### src/rtl/vmaint_pkg.sv
package vmaint_pkg;
  localparam int REG_W    = 32;
  localparam int CTL_EN_W = 8;
  localparam int ST_W     = 8;

  typedef enum logic [1:0] {
    LR_INVALID  = 2'd0,
    LR_PENDING  = 2'd1,
    LR_ACTIVE   = 2'd2,
    LR_PEND_ACT = 2'd3
  } lr_state_e;

  // control enable bit positions
  localparam int CTL_GLOBAL    = 0;
  localparam int CTL_UNDERFLOW = 1;
  localparam int CTL_NOTPRES   = 2;
  localparam int CTL_NOPEND    = 3;
  localparam int CTL_G0_ON     = 4;
  localparam int CTL_G0_OFF    = 5;
  localparam int CTL_G1_ON     = 6;
  localparam int CTL_G1_OFF    = 7;

  // status word, bit 7 down to bit 0
  typedef struct packed {
    logic g1_off;
    logic g1_on;
    logic g0_off;
    logic g0_on;
    logic nopend;
    logic notpres;
    logic underflow;
    logic eoi;
  } status_t;
endpackage

### src/rtl/vmaint_entry_scan.sv
module vmaint_entry_scan
  import vmaint_pkg::*;
#(
  parameter int NUM_LR = 16,
  localparam int CW = $clog2(NUM_LR + 1)
) (
  input  logic [2*NUM_LR-1:0] lr_state,
  input  logic [NUM_LR-1:0]   lr_hw,
  input  logic [NUM_LR-1:0]   lr_eoi,
  output logic [NUM_LR-1:0]   empty_map,
  output logic [NUM_LR-1:0]   eoi_map,
  output logic [CW-1:0]       valid_cnt,
  output logic [CW-1:0]       pend_cnt
);
  logic [NUM_LR-1:0] valid_vec;
  logic [NUM_LR-1:0] pend_vec;

  for (genvar g = 0; g < NUM_LR; g++) begin : g_entry
    lr_state_e st;
    logic      inval;
    assign st           = lr_state_e'(lr_state[2*g +: 2]);
    assign inval        = (st == LR_INVALID);
    assign valid_vec[g] = !inval;
    assign pend_vec[g]  = (st == LR_PENDING) || (st == LR_PEND_ACT);
    assign empty_map[g] = inval && (lr_hw[g] || !lr_eoi[g]);
    assign eoi_map[g]   = inval && !lr_hw[g] && lr_eoi[g];
  end

  always_comb begin
    valid_cnt = '0;
    pend_cnt  = '0;
    for (int i = 0; i < NUM_LR; i++) begin
      valid_cnt = valid_cnt + CW'(valid_vec[i]);
      pend_cnt  = pend_cnt + CW'(pend_vec[i]);
    end
  end
endmodule

### src/rtl/vmaint_ctl_reg.sv
module vmaint_ctl_reg
  import vmaint_pkg::*;
#(
  parameter int EOI_CNT_W = 5,
  localparam int CNT_LSB = REG_W - EOI_CNT_W,
  localparam logic [EOI_CNT_W-1:0] CNT_MAX = {EOI_CNT_W{1'b1}},
  localparam logic [REG_W-1:0] WR_MASK =
    {{EOI_CNT_W{1'b1}}, {(REG_W-EOI_CNT_W-CTL_EN_W){1'b0}}, {CTL_EN_W{1'b1}}}
) (
  input  logic             clk,
  input  logic             rst_n,
  input  logic             wr_en,
  input  logic [REG_W-1:0] wr_data,
  input  logic             eoi_miss,
  output logic [REG_W-1:0] ctl_q
);
  logic [REG_W-1:0]     ctl_d;
  logic                 ctl_ce;
  logic [EOI_CNT_W-1:0] cnt_q;
  logic                 cnt_sat;

  assign cnt_q   = ctl_q[REG_W-1:CNT_LSB];
  assign cnt_sat = (cnt_q == CNT_MAX);

  // next state: write wins, else saturating increment
  always_comb begin
    ctl_d  = ctl_q;
    ctl_ce = 1'b0;
    if (wr_en) begin
      ctl_d  = wr_data & WR_MASK;
      ctl_ce = 1'b1;
    end else if (eoi_miss && !cnt_sat) begin
      ctl_d[REG_W-1:CNT_LSB] = cnt_q + 1'b1;
      ctl_ce = 1'b1;
    end
  end

  always_ff @(posedge clk or negedge rst_n) begin
    if (!rst_n) begin
      ctl_q <= '0;
    end else if (ctl_ce) begin
      ctl_q <= ctl_d;
    end
  end

  assert_incr_R7: assert property (@(posedge clk) disable iff (!rst_n)
    (!wr_en && eoi_miss && !cnt_sat) |=> (cnt_q == $past(cnt_q) + 1'b1));

  assert_no_overflow_R8: assert property (@(posedge clk) disable iff (!rst_n)
    (!wr_en && cnt_sat) |=> cnt_sat);

  assert_write_R9: assert property (@(posedge clk) disable iff (!rst_n)
    wr_en |=> (ctl_q == ($past(wr_data) & WR_MASK)));

  assert_hold_R9: assert property (@(posedge clk) disable iff (!rst_n)
    (!wr_en && !eoi_miss) |=> $stable(ctl_q));
endmodule

### src/rtl/vmaint_status.sv
module vmaint_status
  import vmaint_pkg::*;
#(
  parameter int NUM_LR = 16,
  parameter int EOI_CNT_W = 5,
  localparam int CW = $clog2(NUM_LR + 1)
) (
  input  logic [CTL_EN_W-1:0]  ctl_en,
  input  logic [EOI_CNT_W-1:0] eoi_cnt,
  input  logic [NUM_LR-1:0]    eoi_map,
  input  logic [CW-1:0]        valid_cnt,
  input  logic [CW-1:0]        pend_cnt,
  input  logic                 vgrp0_en,
  input  logic                 vgrp1_en,
  output status_t              status,
  output logic                 irq
);
  always_comb begin
    status.eoi       = |eoi_map;
    status.underflow = ctl_en[CTL_UNDERFLOW] && (valid_cnt < CW'(2));
    status.notpres   = ctl_en[CTL_NOTPRES] && (eoi_cnt != '0);
    status.nopend    = ctl_en[CTL_NOPEND] && (pend_cnt == '0);
    status.g0_on     = ctl_en[CTL_G0_ON] && vgrp0_en;
    status.g0_off    = ctl_en[CTL_G0_OFF] && !vgrp0_en;
    status.g1_on     = ctl_en[CTL_G1_ON] && vgrp1_en;
    status.g1_off    = ctl_en[CTL_G1_OFF] && !vgrp1_en;
    irq              = ctl_en[CTL_GLOBAL] && (|status);
  end
endmodule

### src/rtl/vmaint_status_gen.sv
module vmaint_status_gen
  import vmaint_pkg::*;
#(
  parameter int NUM_LR = 16,
  parameter int EOI_CNT_W = 5,
  localparam int CW = $clog2(NUM_LR + 1),
  localparam int CNT_LSB = REG_W - EOI_CNT_W
) (
  input  logic                clk,
  input  logic                rst_n,
  input  logic [2*NUM_LR-1:0] lr_state_i,
  input  logic [NUM_LR-1:0]   lr_hw_i,
  input  logic [NUM_LR-1:0]   lr_eoi_i,
  input  logic                vgrp0_en_i,
  input  logic                vgrp1_en_i,
  input  logic                ctl_wr_i,
  input  logic [REG_W-1:0]    ctl_wdata_i,
  input  logic                eoi_miss_i,
  output logic [REG_W-1:0]    ctl_q_o,
  output logic [NUM_LR-1:0]   empty_map_o,
  output logic [NUM_LR-1:0]   eoi_map_o,
  output logic [ST_W-1:0]     status_o,
  output logic                maint_irq_o
);
  // asynchronous assert, synchronous release
  logic [1:0] rst_sync_q;
  logic       rst_sync_n;

  always_ff @(posedge clk or negedge rst_n) begin
    if (!rst_n) rst_sync_q <= 2'b00;
    else        rst_sync_q <= {rst_sync_q[0], 1'b1};
  end
  assign rst_sync_n = rst_sync_q[1];

  logic [CW-1:0] valid_cnt;
  logic [CW-1:0] pend_cnt;
  status_t       status;

  vmaint_entry_scan #(.NUM_LR(NUM_LR)) u_scan (
    .lr_state  (lr_state_i),
    .lr_hw     (lr_hw_i),
    .lr_eoi    (lr_eoi_i),
    .empty_map (empty_map_o),
    .eoi_map   (eoi_map_o),
    .valid_cnt (valid_cnt),
    .pend_cnt  (pend_cnt)
  );

  vmaint_ctl_reg #(.EOI_CNT_W(EOI_CNT_W)) u_ctl (
    .clk      (clk),
    .rst_n    (rst_sync_n),
    .wr_en    (ctl_wr_i),
    .wr_data  (ctl_wdata_i),
    .eoi_miss (eoi_miss_i),
    .ctl_q    (ctl_q_o)
  );

  vmaint_status #(.NUM_LR(NUM_LR), .EOI_CNT_W(EOI_CNT_W)) u_status (
    .ctl_en    (ctl_q_o[CTL_EN_W-1:0]),
    .eoi_cnt   (ctl_q_o[REG_W-1:CNT_LSB]),
    .eoi_map   (eoi_map_o),
    .valid_cnt (valid_cnt),
    .pend_cnt  (pend_cnt),
    .vgrp0_en  (vgrp0_en_i),
    .vgrp1_en  (vgrp1_en_i),
    .status    (status),
    .irq       (maint_irq_o)
  );

  assign status_o = status;

  assert_maps_disjoint_R1: assert property (@(posedge clk) disable iff (!rst_sync_n)
    (empty_map_o & eoi_map_o) == '0);

  assert_eoi_raises_irq_R2: assert property (@(posedge clk) disable iff (!rst_sync_n)
    ((eoi_map_o != '0) && ctl_q_o[CTL_GLOBAL]) |-> maint_irq_o);

  assert_irq_gated_R10: assert property (@(posedge clk) disable iff (!rst_sync_n)
    maint_irq_o |-> (ctl_q_o[CTL_GLOBAL] && (status_o != '0)));

  assert_reset_clear_R11: assert property (@(posedge clk)
    $rose(rst_sync_n) |-> (ctl_q_o == '0));
endmodule

### config.mk
export PLATFORM = sky130hd
export DESIGN_NAME = vmaint_status_gen
export DESIGN_NICKNAME = d
export VERILOG_FILES = /design/src/rtl/vmaint_pkg.sv /design/src/rtl/vmaint_entry_scan.sv /design/src/rtl/vmaint_ctl_reg.sv /design/src/rtl/vmaint_status.sv /design/src/rtl/vmaint_status_gen.sv
export SDC_FILE = /design/constraint.sdc
export NUM_CORES = 1
export LEC_CHECK = 0
export BUFFER_PORTS_ARGS = -buffer_cell sky130_fd_sc_hd__buf_4
export CAP_MARGIN = 40
export CORE_MARGIN = 2
export CORE_UTILIZATION = 35
export DETAILED_ROUTE_END_ITERATION = 7
export HOLD_SLACK_MARGIN = 0.02
export PLACE_DENSITY = 0.77
export RECOVER_POWER = 25
export SYNTH_ARGS = -nofsm -noshare
export SYNTH_HDL_FRONTEND = slang
export SYNTH_HIERARCHICAL = 1
export SYNTH_SLANG_ARGS = --single-unit
export TNS_END_PERCENT = 10
### constraint.sdc
create_clock -name clk -period 5.5 [get_ports clk]
set_clock_uncertainty 0.1 [all_clocks]
set_input_delay 0.825 -clock clk [delete_from_list [all_inputs] [get_ports clk]]
set_output_delay 0.825 -clock clk [all_outputs]
set_load 0.02 [all_outputs]
==> results of run 1 <==
-- flip-flops by register name, indices dropped and copies added, names as in the netlist --
signal	cells
rst_sync_q	2
u_ctl/ctl_q	13
-- per-layer routing --
metal	wire length [µm]	track usage (%)	up-vias
met4	82	5.08	0
met1	2160	21.2	935
met5	0	0	-
li1	-	-	977
met2	3200	35.8	90
met3	346	2.58	10
-- final cells by class --
| type | instances | area, µm² | area share [%] |
|---|---|---|---|
| clock buffer | 4 | 45.0 | 1.37 |
| inverter | 28 | 105 | 3.19 |
| multi-input combinational | 174 | 1500 | 45.4 |
| sequential | 15 | 375 | 11.4 |
| tap | 72 | 90.1 | 2.74 |
| timing repair buffer | 154 | 1180 | 35.9 |
-- power breakdown --
group / internal [mW] / switching [mW]
Clock: 0.0511 / 0.0327
Sequential: 0.122 / 0.0130
Combinational: 0.306 / 0.299
-- cell usage in the layout, fill, tap and decap left out, drive strengths merged, types with 6 or more instances in the layout --
cell type	instances
mux2	8
or2	14
clkbuf	6
inv	28
nor2b	32
ha	12
dfrtp	15
nor4	6
fa	20
conb	20
nor2	18
buf	152
-- critical path, stage by stage --
cell and delay, ns:
buf_6 0.10, or2_4 0.25, fa_1 0.56, fa_1 0.45, fa_1 0.56, inv_2 0.04, fa_1 0.49, inv_1 0.04
ha_2 0.19, inv_2 0.05, fa_2 0.20, nor2b_1 0.05, o21a_1 0.17, nor4_2 0.30, and2_4 0.19, nor2_2 0.05
a31oi_4 0.17, buf_6 0.14
-- what timing repair did --
action | CTS | global route
pin swaps | 16 | 4
cloned | 0 | 0
setup buffers | 2 | 0
gates resized for setup | 25 | 3
endpoints found under the setup margin | 3 | 3
-- path summary, 6_finish.rpt --
kind | from | to | slack [ns]
max in group asynchronous | rst_sync_q[1] | u_ctl/ctl_q[28] | 4.85
max | lr_state_i[26] | maint_irq_o | -0.28
min | rst_sync_q[1] | u_ctl/ctl_q[7] | 0.11
min reg2reg | rst_sync_q[1] | u_ctl/ctl_q[7] | 0.11
max reg2reg | u_ctl/ctl_q[27] | u_ctl/ctl_q[30] | 3.60
min in group clk | rst_sync_q[0] | rst_sync_q[1] | 0.25
-- per-stage QoR --
step	worst slack, ns	util (%)	instances	area (µm²)
2_1_floorplan	-0.293	-	250	2140
3_3_place_gp	-0.418	56.8	441	3170
3_5_place_dp	-0.478	56.8	441	3170
4_1_cts	-0.267	59.1	447	3290
5_1_grt	-0.438	59.1	447	3290
6_report	-0.278	59.1	447	3290
-- cell families after synthesis --
family                     count (synthesis)  synth area share, %
and+or+nand+nor                           91                 26.7
AOI/OAI and AO/OA                         15                 4.64
DFF                                       15                 18.3
muxes                                     10                 5.38
xor gates and xnor gates                   6                 2.57
other                                      2                0.367
buffers and inverters                     61                 15.1
adders and majority gates                 32                 26.9
==> results.md, run 1 <==
* Status: complete, but fails checks
* Failing checks: negative setup slack
* Area Growth Syn to Fin at 60.8%
* CTS tree: yes
* Clock buffer depth at 2
* Yosys cell types at 40
* Die area at 6480 µm²
* H-tree Lvls at 1
* Mapped cell area at 2050 µm²
* VDD IR max at 185 µV
* Final hold vios at 0
* Vias at 2012
* Design Power at 0.824 mW
* Clk root buf: clkbuf_8
* Die Y at 80.5 µm
* Post-synth EDFFs at 0
* Worst skew pair latency at 0.24 ns
* Yosys top cell area share at 19.5%
* Cell area power density at 250 nW/µm²
* Std cell rows at 27
* Overflow after GRT at 0
* Hold_buf cts at 0
* Initial DRC count at 55
* FF-to-FF path depth at 6
* Largest net degree at the start of global routing at 18
* Ant diodes at 0
* Clock transition at path regs at 0.05 ns
* Achievable frequency at 173 MHz
* Max-cap violations at 0
* CP Capture Type: output port
* DRC errors left at 0
* Critical Path AT at 4.85 ns
* Fin Setup TNS at -0.569 ns
* Final WL at 5.79 mm
* PortBufs at 136
* Worst-path maximum fanout at 2
* Area contributors post-synth: fa_1, dfrtp_1, nor2b_1
* Layout cell share with drive strength beyond 1 at 52.5%
* Post-synthesis sequential area ratio at 18.3%
* Synth Flop Type: dfrtp_1
* Cell taking the most area after synthesis: fa_1
* Hold slack at 0.109 ns
* Placer Congestion at 0.824
* Crit Path Category: input pin to output port
* Minimum clock period after layout at 5.78 ns
* Ys async rst share at 100%
* Vias in the first global route at 2129
* Slew Limit Fails at 0
* Final HPWL DP at 5.21 mm
* Critical Path Source Type: input pin
* Tot GR Track Use at 18.6%
* First-pass GRT wire length at 9.41 mm
* RSZ-0062 raised after global routing: yes
* Post-synthesis area per instance at 8.83 µm²
* Most frequent cell after synthesis: nor2b_1
* Chip Width at 80.5 µm
* Worst-Margin Slew at 0.725 ns
* Layout Nets at 510
* Hold WC Path Type: flop to async pin
* DRT Pass-1 Iters at 4
* Final setup vio count at 3
* Avg Vias per Cell at 4.50
* Slew margin rel. at 51.7%
* Post-synthesis sequential element count at 15
* Fin crit share at 105%
* Commonest cells post-synth: nor2b_1, inv_1, fa_1, buf_4, nor2_1
* P_leak at 1.69 nW
* Final worst slack at -0.278 ns
* Effective utilization at floorplan at 36.7%
* Fillers at 510
* Core Area at 5570 µm²
* Worst Path Required at 4.58 ns
* Num ports at 175
* Post-route ant nets at 0
* CTS Sinks at 15
* CTS Buf Count at 3
* Initial antenna violation count at 0
* Ys Warns at 6
* Post-Syn Instances at 232
* Wire length per cell at 13.0 µm
Power figures use the tool's default switching activity.
==> inputs of run 2 (changes only) <==
Settings changed: CORE_UTILIZATION 35 to 39, PLACE_DENSITY 0.77 to 0.82.
Clock period 5.5 ns to 5.4 ns, I/O delays scaled along.
==> results.md, run 2 (synthesis results as in run 1) <==
* Tot GR Track Use at 19.0% (+0.42 points)
* Largest Register: u_ctl/ctl_q
* Crit path buf inv count at 6 (+1)
* DRT Pass-1 Iters at 4 (unchanged)
* Largest stage delay on the critical path at 0.57 ns (about the same)
* Clock buffer depth at 2 (unchanged)
* First-pass GRT wire length at 9.19 mm (-2.3%)
* Crit. path cell count at 17 (-1)
* VDD IR max at 207 µV (+12%)
* Worst r2r src: u_ctl/ctl_q[27]
* Placed cell areas at 3150 µm² (-0.55%)
* DRC errors left at 0 (unchanged)
* CP startpoint: lr_state_i[31]
* Largest regs: u_ctl/ctl_q (13), rst_sync_q (2)
* Overflow after GRT at 0 (unchanged)
* Status: complete, but fails checks
* Wire length per cell at 12.3 µm (-4.8%)
* Psw at 0.348 mW (+1.0%)
* Critical Path Source Type: input pin
* Fin crit share at 107%
* Cell Int Power at 0.484 mW (+0.87%)
* Post-route ant nets at 0 (unchanged)
* Die Y at 76.5 µm (-5.0%)
* Num ports at 175 (unchanged)
* Placer Congestion at 0.810 (-1.8%)
* Commonest cells after routing, fill and taps aside: buf_4, nor2b_1, inv_1
* Std cell rows at 26 (-3.7%)
* Largest net degree at the start of global routing at 18 (unchanged)
* Sequential power share at 16.4% (about the same)
* CTS Sinks at 15 (unchanged)
* FF-to-FF path depth at 6 (unchanged)
* Final WL at 5.47 mm (-5.6%)
* Layout cell share with drive strength beyond 1 at 50.9% (-1.6 points)
* Minimum clock period after layout at 5.80 ns
* Critical Path AT at 4.89 ns (+0.04 ns)
* P_leak at 1.68 nW (-0.83%)
* Design Power at 0.832 mW (+0.93%)
* Worst Path Required at 4.49 ns (-0.09 ns)
* Post-route cell area at 3250 µm² (-1.4%)
* CP Cell Sequence: buf_6, or2_4, fa_1, fa_1, fa_1, inv_2, fa_1, inv_1, ha_2, inv_2, fa_1, inv_1, nor4_2, and2_1, nor2_2, a31oi_4, buf_6
* Comb pwr share at 73.1% (-0.4 points)
* Clk root buf: clkbuf_8
* Worst-Margin Slew at 0.715 ns (-0.0100 ns)
* Crit Path Category: input pin to output port
* Die area at 5850 µm² (-9.8%)
* CTS Buf Count at 3 (unchanged)
* Initial DRC count at 39 (-29%)
* Clock Power Share at 10.5% (+0.3 points)
* PortBufs at 136 (unchanged)
* Hold_buf cts at 0 (unchanged)
* Final hold vios at 0 (unchanged)
* CTS tree: yes
* Worst skew pair latency at 0.24 ns (about the same)
* Slew margin rel. at 52.4% (+0.67 points)
* Final setup vio count at 3 (unchanged)
* Cell area power density at 256 nW/µm² (+2.3%)
* Reg2reg end: u_ctl/ctl_q[30]
* Sw Share at 41.8% (about the same)
* H-tree Lvls at 1 (unchanged)
* Slew Limit Fails at 0 (unchanged)
* Layout Nets at 508 (-0.39%)
* Clock transition at path regs at 0.06 ns (about the same)
* Fillers at 460 (-9.8%)
* Max-cap violations at 0 (unchanged)
* Worst-path maximum fanout at 2 (unchanged)
* Initial antenna violation count at 0 (unchanged)
* Area Growth Syn to Fin at 58.6%
* Failing checks: negative setup slack
* Ant diodes at 0 (unchanged)
* CP Capture Type: output port
* Hold WC Path Type: flop to async pin
* Vias in the first global route at 2023 (-5.0%)
* Effective utilization at floorplan at 40.4% (+3.6 points)
* Slowest CP cell: fa_1
* Most frequent CP cell: fa_1
* Avg Vias per Cell at 4.33 (-3.9%)
* Final worst slack at -0.397 ns (-0.119 ns)
* Achievable frequency at 173 MHz
* Delay-heaviest family, CP: adder cells
* R2R Setup Slk at 3.50 ns (-0.10 ns)
* Chip Width at 76.5 µm (-5.0%)
* Vias at 1916 (-4.8%)
* Most common cell after layout, fill and taps aside: buf_4
* RSZ-0062 raised after global routing: yes
* Final HPWL DP at 5.08 mm (-2.5%)
* Max reg flops at 13 (unchanged)
* Core Area at 5070 µm² (-9.0%)
-- run 2: changes by cell type in the layout (fill, tap and decap cells not counted), moves of 2 or more --
cell   previous run  this run
buf_4           143       145
fa_1             16        18
fa_2              4         2
buf_6             9         5
or2_4             9         7
-- run 2: how the worst max path moves through the flow --
stage                              to
after floorplan           maint_irq_o
after detailed placement  maint_irq_o
final                     maint_irq_o
after global routing      maint_irq_o
after CTS                 maint_irq_o
after global placement    maint_irq_o
-- run 2: power groups by stage --
| stage | clock network, mW | registers (mW) | logic [mW] |
|---|---|---|---|
| 2_1_floorplan | 0 | 0.149 | 0.389 |
| 3_3_place_gp | 0 | 0.138 | 0.559 |
| 3_5_place_dp | 0 | 0.139 | 0.582 |
| 4_1_cts | 0.0902 | 0.137 | 0.603 |
| 5_1_grt | 0.0977 | 0.139 | 0.684 |
| 6_report | 0.0874 | 0.136 | 0.608 |
-- run 2: area by class of cell --
class | instances | area, µm² | share of cell area [%]
multi-input combinational | 174 | 1480 | 45.6
inverter | 28 | 105 | 3.24
clock buffer | 4 | 45.0 | 1.39
timing repair buffer | 152 | 1150 | 35.5
tap | 70 | 87.6 | 2.70
sequential | 15 | 375 | 11.6
-- run 2: metal layers --
layer	wire length [µm]	track usage (%)	share of wire (%)
met5	0	0	0
met3	257	2.25	4.7
met4	23	2.36	0.42
met2	2980	36.0	54
met1	2210	23.7	40
-- run 2: what timing repair did --
action	4_1_cts	5_1_grt
endpoints found under the setup margin	3	3
pin swaps	10	7
endpoints found under the hold margin	0	0
setup buffers	1	1
resized for setup	15	3
-- run 2: per-stage QoR --
stage	setup TNS, ns	std cells	utilization [%]	setup WS [ns]	hold slack (ns)
2_1_floorplan	-0.375	250	-	-0.363	0.0604
6_report	-0.951	443	64.0	-0.397	0.116
5_1_grt	-1.40	443	64.0	-0.542	0.165
3_3_place_gp	-1.08	437	62.0	-0.510	0.118
4_1_cts	-0.954	442	63.8	-0.422	0.134
3_5_place_dp	-1.15	437	62.0	-0.530	0.129
==> inputs of run 3 (changes only) <==
Settings changed: GPL_TIMING_DRIVEN set to 0.
==> results.md, run 3 (synthesis results as in run 1) <==
* Status: complete, but fails checks
* Failing checks: negative setup slack
* CP Capture Type: output port
* DRC errors left at 0 (unchanged)
* Slowest CP cell: fa_1
* Initial DRC count at 43 (+10%)
* Layout cell share with drive strength beyond 1 at 51.8% (+0.86 points)
* Clk root buf: clkbuf_8
* Effective utilization at floorplan at 40.4% (unchanged)
* Largest stage delay on the critical path at 0.54 ns (-0.03 ns)
* Post-route cell area at 3360 µm² (+3.5%)
* Final worst slack at -0.370 ns (+0.0268 ns)
* Placed cell areas at 3240 µm² (+2.9%)
* Worst Path Required at 4.49 ns (about the same)
* CTS Sinks at 15 (unchanged)
* Max-cap violations at 0 (unchanged)
* Max reg flops at 13 (unchanged)
* VDD IR max at 253 µV (+22%)
* Achievable frequency at 173 MHz (+0.46%)
* Crit Path Category: input pin to output port
* CTS tree: yes
* Tot GR Track Use at 20.3% (+1.3 points)
* Fin crit share at 107% (-0.50 points)
* Die Y at 76.5 µm (unchanged)
* First-pass GRT wire length at 9.80 mm (+6.7%)
* Largest Register: u_ctl/ctl_q
* DRT Pass-1 Iters at 4 (unchanged)
* CP startpoint: lr_state_i[18]
* Worst r2r src: u_ctl/ctl_q[27]
* Core Area at 5070 µm² (unchanged)
* Hold WC Path Type: flop to async pin
* Clock buffer depth at 2 (unchanged)
* Slew margin rel. at 62.2% (+9.9 points)
* Placer Congestion at 0.819 (+1.2%)
* Die area at 5850 µm² (unchanged)
* Final hold vios at 0 (unchanged)
* Vias at 2003 (+4.5%)
* Layout Nets at 525 (+3.3%)
* Place WS at -0.607 ns (-0.0769 ns)
* CP Cell Sequence: buf_6, buf_6, fa_1, fa_2, fa_1, inv_1, fa_1, inv_2, ha_4, fa_2, xor2_1, or4b_4, nor3_4, nor2_2, a31oi_4, buf_6
* Final setup vio count at 3 (unchanged)
* Post-Layout Cell Count at 460 (+3.8%)
* H-tree Lvls at 1 (unchanged)
* Most common cell after layout, fill and taps aside: buf_4
* RSZ-0062 raised after global routing: yes
* P_leak at 1.75 nW (+3.9%)
* Worst-path maximum fanout at 2 (unchanged)
* Wire length per cell at 12.5 µm (+0.96%)
* Worst-Margin Slew at 0.561 ns (-0.153 ns)
* Largest net degree at the start of global routing at 14 (-4)
* Std cell rows at 26 (unchanged)
* Clock transition at path regs at 0.06 ns (about the same)
* Ant diodes at 0 (unchanged)
* Post-route ant nets at 0 (unchanged)
* Area Growth Syn to Fin at 64.1%
* Final WL at 5.73 mm (+4.8%)
* Final HPWL DP at 5.21 mm (+2.6%)
* CTS Buf Count at 3 (unchanged)
* Critical Path AT at 4.86 ns (-0.03 ns)
* Crit path buf inv count at 5 (-1)
* Overflow after GRT at 0 (unchanged)
* PortBufs at 135 (-0.74%)
* Minimum clock period after layout at 5.77 ns (-0.0268 ns)
* Placed cells at 455 (+4.1%)
* Vias in the first global route at 2137 (+5.6%)
* Worst skew pair latency at 0.24 ns (about the same)
* Chip Width at 76.5 µm (unchanged)
* Avg Vias per Cell at 4.35 (+0.68%)
* Fin Setup TNS at -0.762 ns (+0.190 ns)
* Delay-heaviest family, CP: adder cells
* Critical Path Source Type: input pin
* Num ports at 175 (unchanged)
* Largest regs: u_ctl/ctl_q (13), rst_sync_q (2)
* Cell area power density at 244 nW/µm² (-4.8%)
* Commonest cells after routing, fill and taps aside: buf_4, nor2b_1, inv_1
* Slew Limit Fails at 0 (unchanged)
* Initial antenna violation count at 0 (unchanged)
-- run 3: power by group --
group	internal, mW	total [mW]	switching (mW)
registers	0.124	0.137	0.0125
clock network	0.0510	0.0884	0.0375
logic	0.296	0.595	0.299
total	0.471	0.820	0.349
-- run 3: what timing repair did --
| action | 4_1_cts | 5_1_grt |
|---|---|---|
| hold buffers | 0 | 0 |
| endpoints found under the setup margin | 3 | 3 |
| setup buffers | 1 | 0 |
| pin swaps | 23 | 4 |
| gates cloned | 0 | 0 |
| gates resized for setup | 17 | 8 |
-- run 3: worst register-to-register path, cell delays in order, from the launching register on --
cell and delay, ns:
dfrtp_1 0.43, ha_1 0.23, and3_1 0.18, ha_1 0.18
nand2b_4 0.14, buf_6 0.12, or3_1 0.36, a31oi_1 0.18
-- run 3: worst paths after layout --
kind / slack [ns] / cells past startpoint / to
setup reg to reg: 3.40 / 7 / u_ctl/ctl_q[30]
min in group clk: 0.26 / 0 / rst_sync_q[1]
max in group asynchronous: 4.74 / 0 / u_ctl/ctl_q[28]
setup / recovery: -0.37 / 16 / maint_irq_o
hold reg to reg: 0.11 / 0 / u_ctl/ctl_q[7]
hold / removal: 0.11 / 0 / u_ctl/ctl_q[7]
-- run 3: routing by layer --
metal | track usage, % | part of all wire, % | vias to the layer above | routed length [µm]
met5 | 0 | 0 | - | 0
met4 | 2.36 | 0.47 | 0 | 27
met3 | 2.61 | 5.6 | 4 | 319
met2 | 38.4 | 54 | 71 | 3110
met1 | 25.3 | 40 | 931 | 2270
li1 | - | - | 997 | -
-- run 3: cell type report --
cell class                 instances  area (µm²)
tap                               70        87.6
clock inverter                     1        5.00
buffer                            33         211
clock buffer                       3        41.3
multi-input combinational        174        1500
inverter                          28         105
fill                             453        1710
timing repair buffer             136        1040
sequential                        15         375
-- run 3: per-stage QoR --
step           utilization, %  hold WS [ns]  power, mW
2_1_floorplan               -        0.0604      0.538
3_3_place_gp             63.9         0.116      0.679
3_5_place_dp             63.9         0.130      0.696
4_1_cts                  65.8         0.136      0.808
5_1_grt                  66.2         0.153      0.902
6_report                 66.2         0.113      0.820
